**src/rtl/srp_pkg.sv**
```systemverilog
package srp_pkg;
  localparam int ADDR_W   = 5;
  localparam int BYTE_W   = 8;
  localparam int WORD_W   = 2 * BYTE_W;
  localparam int NUM_REGS = 1 << ADDR_W;

  typedef enum logic [1:0] {
    PH_CMD = 2'd0,
    PH_WR  = 2'd1,
    PH_RD  = 2'd2
  } phase_e;
endpackage

```
**src/rtl/srp_sync.sv**
```systemverilog
module srp_sync #(
  parameter int STAGES = 2
) (
  input  logic clk_i,
  input  logic rst_ni,
  input  logic sclk_i,
  input  logic din_i,
  input  logic cs_ni,
  output logic sclk_rise_o,
  output logic sclk_fall_o,
  output logic din_o,
  output logic cs_act_o
);
  logic [STAGES:0]   sclk_q;
  logic [STAGES-1:0] din_q;
  logic [STAGES-1:0] cs_q;

  always_ff @(posedge clk_i or negedge rst_ni) begin
    if (!rst_ni) begin
      sclk_q <= '1;
      din_q  <= '0;
      cs_q   <= '1;
    end else begin
      sclk_q <= (STAGES+1)'({sclk_q, sclk_i});
      din_q  <= STAGES'({din_q, din_i});
      cs_q   <= STAGES'({cs_q, cs_ni});
    end
  end

  // din and sclk taps share the same delay so the sample aligns with the edge
  assign sclk_rise_o =  sclk_q[STAGES-1] & ~sclk_q[STAGES];
  assign sclk_fall_o = ~sclk_q[STAGES-1] &  sclk_q[STAGES];
  assign din_o       = din_q[STAGES-1];
  assign cs_act_o    = ~cs_q[STAGES-1];
endmodule

```
**src/rtl/srp_ctrl.sv**
```systemverilog
module srp_ctrl
  import srp_pkg::*;
#(
  parameter logic [NUM_REGS-1:0] PRESENT_MASK = '1,
  parameter logic [NUM_REGS-1:0] WIDE_MASK    = '0
) (
  input  logic              clk_i,
  input  logic              rst_ni,
  input  logic              cs_act_i,
  input  logic              fall_i,
  input  logic              din_i,
  output logic              rd_phase_o,
  output logic              ld_o,
  output logic [ADDR_W-1:0] ld_addr_o,
  output logic              wr_en_o,
  output logic [ADDR_W-1:0] wr_addr_o,
  output logic              wr_hi_o,
  output logic [BYTE_W-1:0] wr_data_o
);
  phase_e              phase_q;
  logic [BYTE_W-2:0]   sh_q;
  logic [2:0]          bit_q;
  logic [1:0]          left_q;
  logic [ADDR_W-1:0]   addr_q;
  logic [BYTE_W-1:0]   rx_byte;
  logic                byte_done;
  logic                wr_en_q, wr_hi_q;
  logic [BYTE_W-1:0]   wr_data_q;

  assign rx_byte   = {sh_q, din_i};
  assign byte_done = cs_act_i && fall_i && (bit_q == 3'd7);
  assign ld_o      = byte_done && (phase_q == PH_CMD) && !rx_byte[BYTE_W-1];
  assign ld_addr_o = rx_byte[ADDR_W-1:0];

  always_ff @(posedge clk_i or negedge rst_ni) begin
    if (!rst_ni) begin
      phase_q   <= PH_CMD;
      sh_q      <= '0;
      bit_q     <= '0;
      left_q    <= '0;
      addr_q    <= '0;
      wr_en_q   <= 1'b0;
      wr_hi_q   <= 1'b0;
      wr_data_q <= '0;
    end else begin
      wr_en_q <= 1'b0;
      if (!cs_act_i) begin
        phase_q <= PH_CMD;
        bit_q   <= '0;
      end else if (fall_i) begin
        sh_q  <= rx_byte[BYTE_W-2:0];
        bit_q <= bit_q + 3'd1;
        if (bit_q == 3'd7) begin
          if (phase_q == PH_CMD) begin
            addr_q  <= rx_byte[ADDR_W-1:0];
            left_q  <= (PRESENT_MASK[rx_byte[ADDR_W-1:0]] && WIDE_MASK[rx_byte[ADDR_W-1:0]])
                       ? 2'd2 : 2'd1;
            phase_q <= rx_byte[BYTE_W-1] ? PH_WR : PH_RD;
          end else begin
            if (phase_q == PH_WR && PRESENT_MASK[addr_q]) begin
              wr_en_q   <= 1'b1;
              wr_hi_q   <= (left_q == 2'd2);
              wr_data_q <= rx_byte;
            end
            left_q <= left_q - 2'd1;
            if (left_q == 2'd1) phase_q <= PH_CMD;
          end
        end
      end
    end
  end

  assign rd_phase_o = (phase_q == PH_RD);
  assign wr_en_o    = wr_en_q;
  assign wr_addr_o  = addr_q;
  assign wr_hi_o    = wr_hi_q;
  assign wr_data_o  = wr_data_q;

  AST_WR_SINGLE: assert property (@(posedge clk_i) disable iff (!rst_ni)
    wr_en_q |=> !wr_en_q);
  AST_WR_PRESENT: assert property (@(posedge clk_i) disable iff (!rst_ni)
    wr_en_q |-> PRESENT_MASK[addr_q]);
  AST_LEFT_RANGE: assert property (@(posedge clk_i) disable iff (!rst_ni)
    (phase_q != PH_CMD) |-> (left_q == 2'd1 || left_q == 2'd2));
  AST_ABORT_CMD: assert property (@(posedge clk_i) disable iff (!rst_ni)
    !cs_act_i |=> (phase_q == PH_CMD && bit_q == 3'd0));
endmodule

```
**src/rtl/srp_tx.sv**
```systemverilog
module srp_tx
  import srp_pkg::*;
#(
  parameter logic [NUM_REGS-1:0] PRESENT_MASK = '1,
  parameter logic [NUM_REGS-1:0] WIDE_MASK    = '0
) (
  input  logic              clk_i,
  input  logic              rst_ni,
  input  logic              cs_act_i,
  input  logic              rise_i,
  input  logic              rd_phase_i,
  input  logic              ld_i,
  input  logic [ADDR_W-1:0] ld_addr_i,
  input  logic [WORD_W-1:0] rd_data_i,
  output logic              dout_o,
  output logic              dout_en_o
);
  logic [WORD_W-1:0] sh_q;
  logic [WORD_W-1:0] ld_word;
  logic              dout_q, en_q;

  // narrow registers sit in the top byte so shifting is always MSB first
  always_comb begin
    if (!PRESENT_MASK[ld_addr_i])   ld_word = '0;
    else if (WIDE_MASK[ld_addr_i])  ld_word = rd_data_i;
    else                            ld_word = {rd_data_i[BYTE_W-1:0], {BYTE_W{1'b0}}};
  end

  always_ff @(posedge clk_i or negedge rst_ni) begin
    if (!rst_ni) begin
      sh_q   <= '0;
      dout_q <= 1'b0;
      en_q   <= 1'b0;
    end else begin
      en_q <= cs_act_i && rd_phase_i;
      if (!cs_act_i) begin
        dout_q <= 1'b0;
      end else if (ld_i) begin
        sh_q <= ld_word;
      end else if (rise_i && rd_phase_i) begin
        dout_q <= sh_q[WORD_W-1];
        sh_q   <= {sh_q[WORD_W-2:0], 1'b0};
      end
    end
  end

  assign dout_o    = dout_q;
  assign dout_en_o = en_q;

  AST_DOUT_HOLD: assert property (@(posedge clk_i) disable iff (!rst_ni)
    (cs_act_i && !rise_i) |=> $stable(dout_q));
  AST_EN_OFF_CS: assert property (@(posedge clk_i) disable iff (!rst_ni)
    !cs_act_i |=> !en_q);
endmodule

```
**src/rtl/ser_reg_port.sv**
```systemverilog
module ser_reg_port
  import srp_pkg::*;
#(
  parameter int                  SYNC_STAGES  = 2,
  parameter logic [NUM_REGS-1:0] PRESENT_MASK = 32'h0000_00FF,
  parameter logic [NUM_REGS-1:0] WIDE_MASK    = 32'h0000_00F0
) (
  input  logic              clk_i,
  input  logic              rst_ni,
  input  logic              sclk_i,
  input  logic              din_i,
  input  logic              cs_ni,
  output logic              dout_o,
  output logic              dout_en_o,
  output logic [ADDR_W-1:0] rd_addr_o,
  input  logic [WORD_W-1:0] rd_data_i,
  output logic              wr_en_o,
  output logic [ADDR_W-1:0] wr_addr_o,
  output logic              wr_hi_o,
  output logic [BYTE_W-1:0] wr_data_o
);
  logic rise, fall, din_s, cs_act, rd_phase, ld;

  srp_sync #(.STAGES(SYNC_STAGES)) u_sync (
    .clk_i, .rst_ni, .sclk_i, .din_i, .cs_ni,
    .sclk_rise_o(rise), .sclk_fall_o(fall), .din_o(din_s), .cs_act_o(cs_act)
  );

  srp_ctrl #(.PRESENT_MASK(PRESENT_MASK), .WIDE_MASK(WIDE_MASK)) u_ctrl (
    .clk_i, .rst_ni, .cs_act_i(cs_act), .fall_i(fall), .din_i(din_s),
    .rd_phase_o(rd_phase), .ld_o(ld), .ld_addr_o(rd_addr_o),
    .wr_en_o, .wr_addr_o, .wr_hi_o, .wr_data_o
  );

  srp_tx #(.PRESENT_MASK(PRESENT_MASK), .WIDE_MASK(WIDE_MASK)) u_tx (
    .clk_i, .rst_ni, .cs_act_i(cs_act), .rise_i(rise), .rd_phase_i(rd_phase),
    .ld_i(ld), .ld_addr_i(rd_addr_o), .rd_data_i, .dout_o, .dout_en_o
  );
endmodule

```
**config.mk**
```make
export PLATFORM = sky130hd
export DESIGN_NAME = ser_reg_port
export DESIGN_NICKNAME = d
export VERILOG_FILES = /design/src/rtl/srp_pkg.sv /design/src/rtl/srp_sync.sv /design/src/rtl/srp_ctrl.sv /design/src/rtl/srp_tx.sv /design/src/rtl/ser_reg_port.sv
export SDC_FILE = /design/constraint.sdc
export NUM_CORES = 1
export LEC_CHECK = 0
export ABC_AREA = 1
export CORE_UTILIZATION = 41
export DETAILED_ROUTE_END_ITERATION = 10
export HOLD_SLACK_MARGIN = 0.12
export PLACE_DENSITY = 0.72
export SYNTH_ARGS = -nofsm -noshare
export SYNTH_HDL_FRONTEND = slang
export SYNTH_SLANG_ARGS = --single-unit
```
**constraint.sdc**
```tcl
create_clock -name clk_i -period 1.9 [get_ports clk_i]
set_input_delay 0.475 -clock clk_i [delete_from_list [all_inputs] [get_ports clk_i]]
set_output_delay 0.475 -clock clk_i [all_outputs]
set_load 0.02 [all_outputs]
```
==> results of run 1 <==
-- cells in the final DEF (no fill, tap or decap), types with 5 or more instances in the layout --
| cell type | synthesis | routed |
|---|---|---|
| nand2_1 | 103 | 103 |
| dfrtp_1 | 49 | 49 |
| clkdlybuf4s50_1 | 0 | 41 |
| o21ai_0 | 33 | 33 |
| nand3_1 | 29 | 29 |
| inv_1 | 22 | 22 |
| nor2_1 | 14 | 14 |
| o21ai_1 | 7 | 7 |
| o21bai_1 | 6 | 6 |
| clkbuf_8 | 0 | 6 |
| dfstp_2 | 5 | 5 |
-- metal layers --
| metal | global-route usage | part of all wire | up-vias |
|---|---|---|---|
| li1 | - | - | 1043 |
| met1 | 0.229 | 0.48 | 971 |
| met2 | 0.278 | 0.45 | 60 |
| met3 | 0.0333 | 0.054 | 9 |
| met4 | 0.0804 | 0.018 | 0 |
| met5 | 0 | 0 | - |
-- state kept, by name, summed over array words and instances, names as in the netlist --
signal and count:
u_ctrl.wr_hi_o 1, u_ctrl.wr_en_o 1, u_ctrl.sh_q 7, u_ctrl.bit_q 3, u_ctrl.left_q 2, u_tx.dout_en_o 1
u_sync.din_q 2, u_ctrl.wr_addr_o 5, u_ctrl.phase_q 2, u_sync.cs_q 2, u_tx.dout_o 1, u_sync.sclk_q 3
u_ctrl.wr_data_o 8, u_tx.sh_q 16
-- how the worst max path moves through the flow --
stage / end / slack, ns / startpoint / depth (start not counted)
2_1_floorplan: u_tx.sh_q[1]$_DFFE_PN0P_ / 0.36 / u_ctrl.bit_q[0]$_DFFE_PN0P_ / 9
3_3_place_gp: u_tx.sh_q[8]$_DFFE_PN0P_ / 0.26 / u_ctrl.bit_q[0]$_DFFE_PN0P_ / 8
3_5_place_dp: u_tx.sh_q[12]$_DFFE_PN0P_ / 0.22 / u_ctrl.bit_q[0]$_DFFE_PN0P_ / 8
4_1_cts: rd_addr_o[4] / 0.07 / u_ctrl.sh_q[3]$_DFFE_PN0P_ / 1
5_1_grt: rd_addr_o[4] / 0.03 / u_ctrl.sh_q[3]$_DFFE_PN0P_ / 1
6_report: rd_addr_o[4] / 0.08 / u_ctrl.sh_q[3]$_DFFE_PN0P_ / 1
-- logic make-up (layout without fill, tap and decap cells) --
family          Yosys count  after routing  synth area share
buf+inv                  38             79            0.0724
fa+ha+maj                 4              4            0.0193
simple gates            160            160             0.285
flops                    54             54             0.524
compound gates           48             48            0.0994
-- through the flow --
| step | worst slack, ns | util |
|---|---|---|
| global route | 0.0311 | 0.522 |
| global placement | 0.264 | 0.507 |
| floorplan | 0.362 | - |
| finish | 0.0753 | 0.522 |
| detailed placement | 0.224 | 0.507 |
| CTS | 0.0655 | 0.522 |
-- area by class of cell --
class,count,share of cell area
flip-flops and latches,54,0.432
multi-input cells,212,0.333
repair buffers,47,0.148
clock inverters,1,0.00159
inverters,24,0.0286
well taps,75,0.0298
clock buffers,7,0.0274
-- where the power goes --
part / internal [W] / switching (W) / leakage [nW]
combinational: 0.000142 / 0.000225 / 0.697
clock: 0.000294 / 0.000342 / 0.0482
sequential: 0.00119 / 0.0000354 / 0.643
==> results.sh, run 1 <==
export IMPL_cts_sinks=54
export IMPL_die_x_microns=81.5
export IMPL_post_synth_top_area_fraction=0.473
export IMPL_drc=0
export IMPL_stdcell_count=420
export IMPL_grt_pass1_wl_microns=8830
export IMPL_multi_input_area_sq_mm=0.00105
export IMPL_h_tree_depth=2
export IMPL_antenna_found_initial=0
export IMPL_finClkSkew_ns=0.00559
export IMPL_cpPeakStageDelay_ns=0.63
export IMPL_initial_core_util=0.430
export IMPL_synth_async_sr_flop_share=1.00
export IMPL_ir_drop_uv=398
export IMPL_period_share=0.960
export IMPL_die_area_sq_mm=0.00665
export IMPL_vias=2083
export IMPL_placed_area_sq_mm=0.00305
export IMPL_max_freq_mhz=548
export IMPL_finalSetupViolCount=0
export IMPL_syn2layout_area_growth_pct=21.3
export IMPL_synth_seq_cells=54
export IMPL_rr_worst_depth=8
export IMPL_hold_viol_final=0
export IMPL_dpl_cell_count=412
export IMPL_nFillCells=565
export IMPL_syn_area_per_cell_sq_um=8.53
export IMPL_wl_microns=5050
export IMPL_holdWs_ns=0.159
export IMPL_cts_root_buf="clkbuf_8"
export IMPL_tightest_slew_ns=0.339
export IMPL_syn_num_nets=329
export IMPL_worstPathMaxFanout=4
export IMPL_period_minus_slack_ns=1.82
export IMPL_reg2reg_from="u_ctrl.bit_q[0]$_DFFE_PN0P_"
export IMPL_worstReg2RegEnd="u_tx.sh_q[12]$_DFFE_PN0P_"
export IMPL_synth_cell_types=26
export IMPL_path_delay_family="buffers and inverters"
export IMPL_required_ns=1.42
export IMPL_power_density_mw_per_mm2=710
export IMPL_cts_path_max_buffers=2
export IMPL_cp_arrival_ns=1.35
export IMPL_antenna_left=0
export IMPL_synth_top_area_cell="dfrtp_1"
export IMPL_cp_end_kind="output port"
export IMPL_reg2reg_slack_ns=0.23
export IMPL_cts_hold_buf=0
export IMPL_dp_final_hpwl_microns=3610
export IMPL_coreArea_sq_mm=0.00603
export IMPL_synth_enable_flop_cells=0
export IMPL_synth_top_cells_by_count="nand2_1, dfrtp_1, o21ai_0"
export IMPL_netlist_area_sq_mm=0.00259
export IMPL_wl_per_cell_microns=12.0
export IMPL_overflow=0
export IMPL_p_total_w=0.00223
export IMPL_crit_type="reg -> out"
export IMPL_drt_first_pass_iters=4
export IMPL_viasPerCell=4.96
export IMPL_grt_start_max_net_pins=55
export IMPL_place_gp_congestion=0.825
export IMPL_nets=369
export IMPL_clk_pin_slew_ns=0.09
export IMPL_maxCapViolations=0
export IMPL_post_cts_buffers=0
export IMPL_port_buffers=42
export IMPL_grtUsageTotal=0.175
export IMPL_cts_made_buffers=5
export IMPL_clk_latency_ns=0.30
export IMPL_drive_gt1_frac=0.0986
export IMPL_power_leakage_nw=1.39
export IMPL_diodes=0
export IMPL_crit_path_start_kind="flop"
export IMPL_drt_iter0_drc=150
export IMPL_ys_top_cells_by_area="dfrtp_1, nand2_1, o21ai_0"
export IMPL_rsz0062_at_grt="false"
export IMPL_slew_headroom=0.773
export IMPL_min_path_type="in -> async"
export IMPL_ys_flop_type="dfrtp_1"
export IMPL_yosys_warnings=0
export IMPL_ys_seq_area_frac=0.524
export IMPL_slew_viol_final=0
export IMPL_ios=43
export IMPL_crit_chain="clkdlybuf4s50_1"
export IMPL_status="finished, final reports clean"
export IMPL_std_cell_rows=28
export IMPL_grt_pass1_vias=1972
export IMPL_cts_tree="done"
export IMPL_setup_tns_ns=0
export IMPL_slowest_stage="clkdlybuf4s50_1"
export IMPL_seqCellArea_sq_mm=0.00136
export IMPL_cts_repair_resized=0
export IMPL_final_area_sq_mm=0.00315
export IMPL_die_h_microns=81.5
export IMPL_synthCells=304
export IMPL_worst_path_buf_inv=1
export IMPL_yosysMostFrequentCell="nand2_1"
(Power assumes the default switching activity.)
==> run 2: changes to the inputs <==
--- a/config.mk
+++ b/config.mk
@@ -6,10 +6,10 @@
 export NUM_CORES = 1
 export LEC_CHECK = 0
 export ABC_AREA = 1
-export CORE_UTILIZATION = 41
+export CORE_UTILIZATION = 50
 export DETAILED_ROUTE_END_ITERATION = 10
 export HOLD_SLACK_MARGIN = 0.12
-export PLACE_DENSITY = 0.72
+export PLACE_DENSITY = 0.84
 export SYNTH_ARGS = -nofsm -noshare
 export SYNTH_HDL_FRONTEND = slang
 export SYNTH_SLANG_ARGS = --single-unit
==> results.sh, run 2 (synthesis gave the netlist of run 1 again) <==
export IMPL_status="finished, final reports clean"
export IMPL_cts_made_buffers=5
export IMPL_cts_root_buf="clkbuf_8"
export IMPL_post_cts_buffers=0
export IMPL_placed_area_sq_mm=0.00304
export IMPL_die_h_microns=74.0
export IMPL_grt_pass1_wl_microns=8800
export IMPL_final_cell_mix="nand2_1, dfrtp_1, clkdlybuf4s50_1, o21ai_0, nand3_1"
export IMPL_slew_headroom=0.765
export IMPL_antenna_found_initial=0
export IMPL_worstReg2RegEnd="u_tx.sh_q[12]$_DFFE_PN0P_"
export IMPL_dp_final_hpwl_microns=3610
export IMPL_initial_core_util=0.535
export IMPL_cts_path_max_buffers=2
export IMPL_grtUsageTotal=0.214
export IMPL_min_path_type="in -> async"
export IMPL_place_gp_congestion=0.827
export IMPL_multi_input_area_sq_mm=0.00105
export IMPL_required_ns=1.42
export IMPL_regMostFlops="u_tx.sh_q"
export IMPL_vias=2095
export IMPL_power_density_mw_per_mm2=711
export IMPL_crit_path_start_kind="flop"
export IMPL_cts_tree="done"
export IMPL_seqCellArea_sq_mm=0.00136
export IMPL_path_delay_family="buffers and inverters"
export IMPL_max_freq_mhz=550
export IMPL_largest_reg_flops=16
export IMPL_grt_start_max_net_pins=55
export IMPL_reg2reg_from="u_ctrl.bit_q[0]$_DFFE_PN0P_"
export IMPL_wl_microns=5190
export IMPL_rr_worst_depth=8
export IMPL_drt_first_pass_iters=4
export IMPL_final_area_sq_mm=0.00314
export IMPL_wl_per_cell_microns=12.6
export IMPL_worst_path_buf_inv=1
export IMPL_cpPeakStageDelay_ns=0.63
export IMPL_syn2layout_area_growth_pct=21.0
export IMPL_h_tree_depth=2
export IMPL_nFillCells=409
export IMPL_worstPathMaxFanout=4
export IMPL_finClkSkew_ns=0.0101
export IMPL_slowest_stage="clkdlybuf4s50_1"
export IMPL_clk_pin_slew_ns=0.10
export IMPL_die_area_sq_mm=0.00548
export IMPL_drc=0
export IMPL_finalSetupViolCount=0
export IMPL_grt_pass1_vias=1960
export IMPL_tightest_slew_ns=0.351
export IMPL_port_buffers=42
export IMPL_cts_sinks=54
export IMPL_crit_type="reg -> out"
export IMPL_drive_gt1_frac=0.101
export IMPL_final_common_cell="nand2_1"
export IMPL_cp_arrival_ns=1.34
export IMPL_hold_viol_final=0
export IMPL_viasPerCell=5.08
export IMPL_diodes=0
export IMPL_slew_viol_final=0
export IMPL_die_x_microns=74.0
export IMPL_cp_end_kind="output port"
export IMPL_clk_latency_ns=0.31
export IMPL_reg2reg_slack_ns=0.18
export IMPL_ios=43
export IMPL_nets=369
export IMPL_drt_iter0_drc=137
export IMPL_overflow=0
export IMPL_period_share=0.957
export IMPL_maxCapViolations=0
export IMPL_crit_chain="clkdlybuf4s50_1"
export IMPL_antenna_left=0
export IMPL_coreArea_sq_mm=0.00485
export IMPL_std_cell_rows=25
export IMPL_setup_tns_ns=0
export IMPL_ir_drop_uv=517
export IMPL_rsz0062_at_grt="false"
export IMPL_power_leakage_nw=1.40
export IMPL_period_minus_slack_ns=1.82
-- run 2: cell count changes in the layout (fill, tap and decap cells not counted) --
cell | before | now
clkbuf_1 | 1 | 0
dlymetal6s2s_1 | 0 | 1
clkbuf_8 | 6 | 5
clkinvlp_4 | 0 | 1
clkdlybuf4s50_1 | 41 | 40
clkinv_4 | 0 | 1
-- run 2: per-layer routing --
layer / vias up / wire (microns) / share of wire / global-route usage
li1: 1040 / - / - / -
met2: 46 / 2510 / 0.48 / 0.353
met1: 1005 / 2420 / 0.47 / 0.285
met3: 4 / 212 / 0.041 / 0.0379
met4: 0 / 48 / 0.0092 / 0.0769
met5: - / 0 / 0 / 0
-- run 2: worst reg2reg max path, stage by stage, from the launching register on --
cell and delay [ns]:
dfrtp_1 0.40, ha_1 0.21, ha_1 0.21, nand3_4 0.17
inv_1 0.15, nand2_8 0.17, nand2_4 0.13, nand2_1 0.11
nand2_1 0.06
-- run 2: power by group --
part / internal [W] / switching (W)
Clock: 0.000260 / 0.000376
Sequential: 0.00119 / 0.0000352
Combinational: 0.000141 / 0.000224
-- run 2: layout make-up --
class                      count  area share
multi-input combinational    212       0.334
timing repair buffer          47       0.149
clock inverter                 3     0.00678
clock buffer                   5      0.0219
tap                           67      0.0267
sequential                    54       0.433
inverter                      24      0.0287
-- run 2: repair_timing --
action	in CTS	in global routing
endpoints found under the hold margin	0	0
hold buffers	0	0
resized for setup	0	1
endpoints found under the setup margin	0	1
-- run 2: through the flow --
stage / instances / worst slack [ns] / hold WS (ns) / utilization / power (W)
after floorplan: 304 / 0.362 / 0.179 / - / 0.00147
after global placement: 404 / 0.244 / 0.336 / 0.628 / 0.00161
after detailed placement: 404 / 0.191 / 0.347 / 0.628 / 0.00162
after CTS: 412 / 0.0394 / 0.153 / 0.646 / 0.00225
after global routing: 412 / 0.0368 / 0.168 / 0.647 / 0.00234
final: 412 / 0.0821 / 0.127 / 0.647 / 0.00223
-- run 2: how the worst max path moves through the flow --
stage,to,start,cells past startpoint
floorplan,u_tx.sh_q[1]$_DFFE_PN0P_,u_ctrl.bit_q[0]$_DFFE_PN0P_,9
CTS,rd_addr_o[4],u_ctrl.sh_q[3]$_DFFE_PN0P_,1
global route,rd_addr_o[3],u_ctrl.sh_q[2]$_DFFE_PN0P_,1
global placement,u_tx.sh_q[12]$_DFFE_PN0P_,u_ctrl.bit_q[0]$_DFFE_PN0P_,8
finish,rd_addr_o[3],u_ctrl.sh_q[2]$_DFFE_PN0P_,1
detailed placement,u_tx.sh_q[12]$_DFFE_PN0P_,u_ctrl.bit_q[0]$_DFFE_PN0P_,8
==> run 3: changes to the inputs <==
--- a/config.mk
+++ b/config.mk
@@ -6,10 +6,12 @@
 export NUM_CORES = 1
 export LEC_CHECK = 0
 export ABC_AREA = 1
-export CORE_UTILIZATION = 50
+export CELL_PAD_IN_SITES_DETAIL_PLACEMENT = 1
+export CELL_PAD_IN_SITES_GLOBAL_PLACEMENT = 2
+export CORE_UTILIZATION = 31
 export DETAILED_ROUTE_END_ITERATION = 10
 export HOLD_SLACK_MARGIN = 0.12
-export PLACE_DENSITY = 0.84
+export PLACE_DENSITY = 0.86
 export SYNTH_ARGS = -nofsm -noshare
 export SYNTH_HDL_FRONTEND = slang
 export SYNTH_SLANG_ARGS = --single-unit
==> results.sh, run 3 (synthesis gave the netlist of run 1 again) <==
export IMPL_cts_sinks=54
export IMPL_rsz0062_at_grt="false"
export IMPL_port_buffers=42
export IMPL_die_area_sq_mm=0.00873
export IMPL_worstPathMaxFanout=4
export IMPL_coreArea_sq_mm=0.00789
export IMPL_power_density_mw_per_mm2=710
export IMPL_crit_path_start_kind="flop"
export IMPL_hold_viol_final=0
export IMPL_min_path_type="in -> async"
export IMPL_slowest_stage="clkdlybuf4s50_1"
export IMPL_cts_tree="done"
export IMPL_pwr_share_seq=0.542
export IMPL_intPower_w=0.00160
export IMPL_max_freq_mhz=541
export IMPL_ios=43
export IMPL_cp_end_kind="output port"
export IMPL_power_leakage_nw=1.42
export IMPL_crit_chain="clkdlybuf4s50_1"
export IMPL_drc=0
export IMPL_wl_microns=6070
export IMPL_dp_slack_ns=0.244
export IMPL_die_h_microns=93.5
export IMPL_clock_power_share=0.294
export IMPL_p_comb_frac=0.164
export IMPL_fin_ws_ns=0.0503
export IMPL_viasPerCell=4.67
export IMPL_required_ns=1.42
export IMPL_antenna_left=0
export IMPL_grt_start_max_net_pins=34
export IMPL_finClkSkew_ns=0.0131
export IMPL_finalSetupViolCount=0
export IMPL_slew_viol_final=0
export IMPL_cts_hold_buf=0
export IMPL_initial_core_util=0.329
export IMPL_worst_path_buf_inv=1
export IMPL_path_delay_family="buffers and inverters"
export IMPL_wl_per_cell_microns=13.5
export IMPL_cp_arrival_ns=1.37
export IMPL_swShare=0.295
export IMPL_p_total_w=0.00227
export IMPL_clk_pin_slew_ns=0.11
export IMPL_overflow=0
export IMPL_drt_first_pass_iters=4
export IMPL_largest_reg_flops=16
export IMPL_slew_headroom=0.711
export IMPL_drive_gt1_frac=0.109
export IMPL_cpPeakStageDelay_ns=0.63
export IMPL_crit_type="reg -> out"
export IMPL_syn2layout_area_growth_pct=23.6
export IMPL_status="finished, final reports clean"
export IMPL_period_share=0.974
export IMPL_final_common_cell="nand2_1"
export IMPL_tightest_slew_ns=0.433
export IMPL_dp_final_hpwl_microns=4360
export IMPL_nets=372
export IMPL_antenna_found_initial=0
export IMPL_ir_drop_uv=239
export IMPL_period_minus_slack_ns=1.85
export IMPL_cts_root_buf="clkbuf_8"
export IMPL_final_cell_mix="nand2_1, dfrtp_1, clkdlybuf4s50_1, o21ai_0, nand3_1"
export IMPL_place_gp_congestion=0.732
export IMPL_diodes=0
export IMPL_cts_path_max_buffers=2
export IMPL_grt_pass1_wl_microns=10400
export IMPL_grtUsageTotal=0.151
export IMPL_h_tree_depth=2
export IMPL_drt_iter0_drc=84
export IMPL_vias=2100
export IMPL_clk_latency_ns=0.32
export IMPL_p_sw_w=0.000672
export IMPL_die_x_microns=93.5
export IMPL_regMostFlops="u_tx.sh_q"
export IMPL_cts_made_buffers=5
export IMPL_grt_pass1_vias=2146
export IMPL_std_cell_rows=32
export IMPL_maxCapViolations=0
export IMPL_setup_tns_ns=0
[run 3: cell types whose count changed in the layout (fill, tap and decap cells not counted), sizes merged]
cell and delta:
inv +2, clkinv -1, clkinvlp -1, buf +3
[run 3: final cells by class]
class	count	area, sq um
fillers	959	4680
flip-flops and latches	54	1360
multi-input cells	212	1050
repair buffers	50	490
well taps	102	128
inverters	24	90.1
clock buffers	5	68.8
clock inverters	3	22.5
[run 3: routing by layer]
layer,global-route usage,share of wire
met5,0,0
met4,0.0462,0.013
met3,0.0285,0.038
met2,0.230,0.43
met1,0.217,0.52
[run 3: final timing paths]
path,cells after the start,slack [ns],from,end
max,1,0.05,u_ctrl.sh_q[2]$_DFFE_PN0P_,rd_addr_o[3]
min,2,0.14,rst_ni,u_ctrl.left_q[0]$_DFFE_PN0P_
max reg2reg,6,0.21,u_sync.sclk_q[1]$_DFF_PN1_,u_tx.sh_q[15]$_DFFE_PN0P_
min reg2reg,0,0.36,u_sync.cs_q[0]$_DFF_PN1_,u_sync.cs_q[1]$_DFF_PN1_
max in group asynchronous,2,1.39,rst_ni,u_tx.sh_q[8]$_DFFE_PN0P_
min in group clk_i,0,0.36,u_sync.cs_q[0]$_DFF_PN1_,u_sync.cs_q[1]$_DFF_PN1_
[run 3: repair_timing]
item                       CTS  global route
buffers inserted             0             0
resized for setup            0             1
setup endpoints to repair    0             1
[run 3: stage by stage]
stage | utilization | std cells | cell area [sq um] | hold WS [ns]
after global placement | 0.394 | 442 | 3110 | 0.334
after global routing | 0.406 | 450 | 3200 | 0.153
after floorplan | - | 304 | 2590 | 0.179
final | 0.406 | 450 | 3200 | 0.136
after CTS | 0.406 | 450 | 3200 | 0.143
after detailed placement | 0.394 | 442 | 3110 | 0.339
[run 3: power by group through the flow]
stage / clock [W] / sequential (W) / combinational [W]
2_1_floorplan: 0 / 0.00125 / 0.000222
6_report: 0.000670 / 0.00123 / 0.000372
4_1_cts: 0.000703 / 0.00123 / 0.000380
3_3_place_gp: 0 / 0.00126 / 0.000381
5_1_grt: 0.000731 / 0.00124 / 0.000424
3_5_place_dp: 0 / 0.00126 / 0.000378
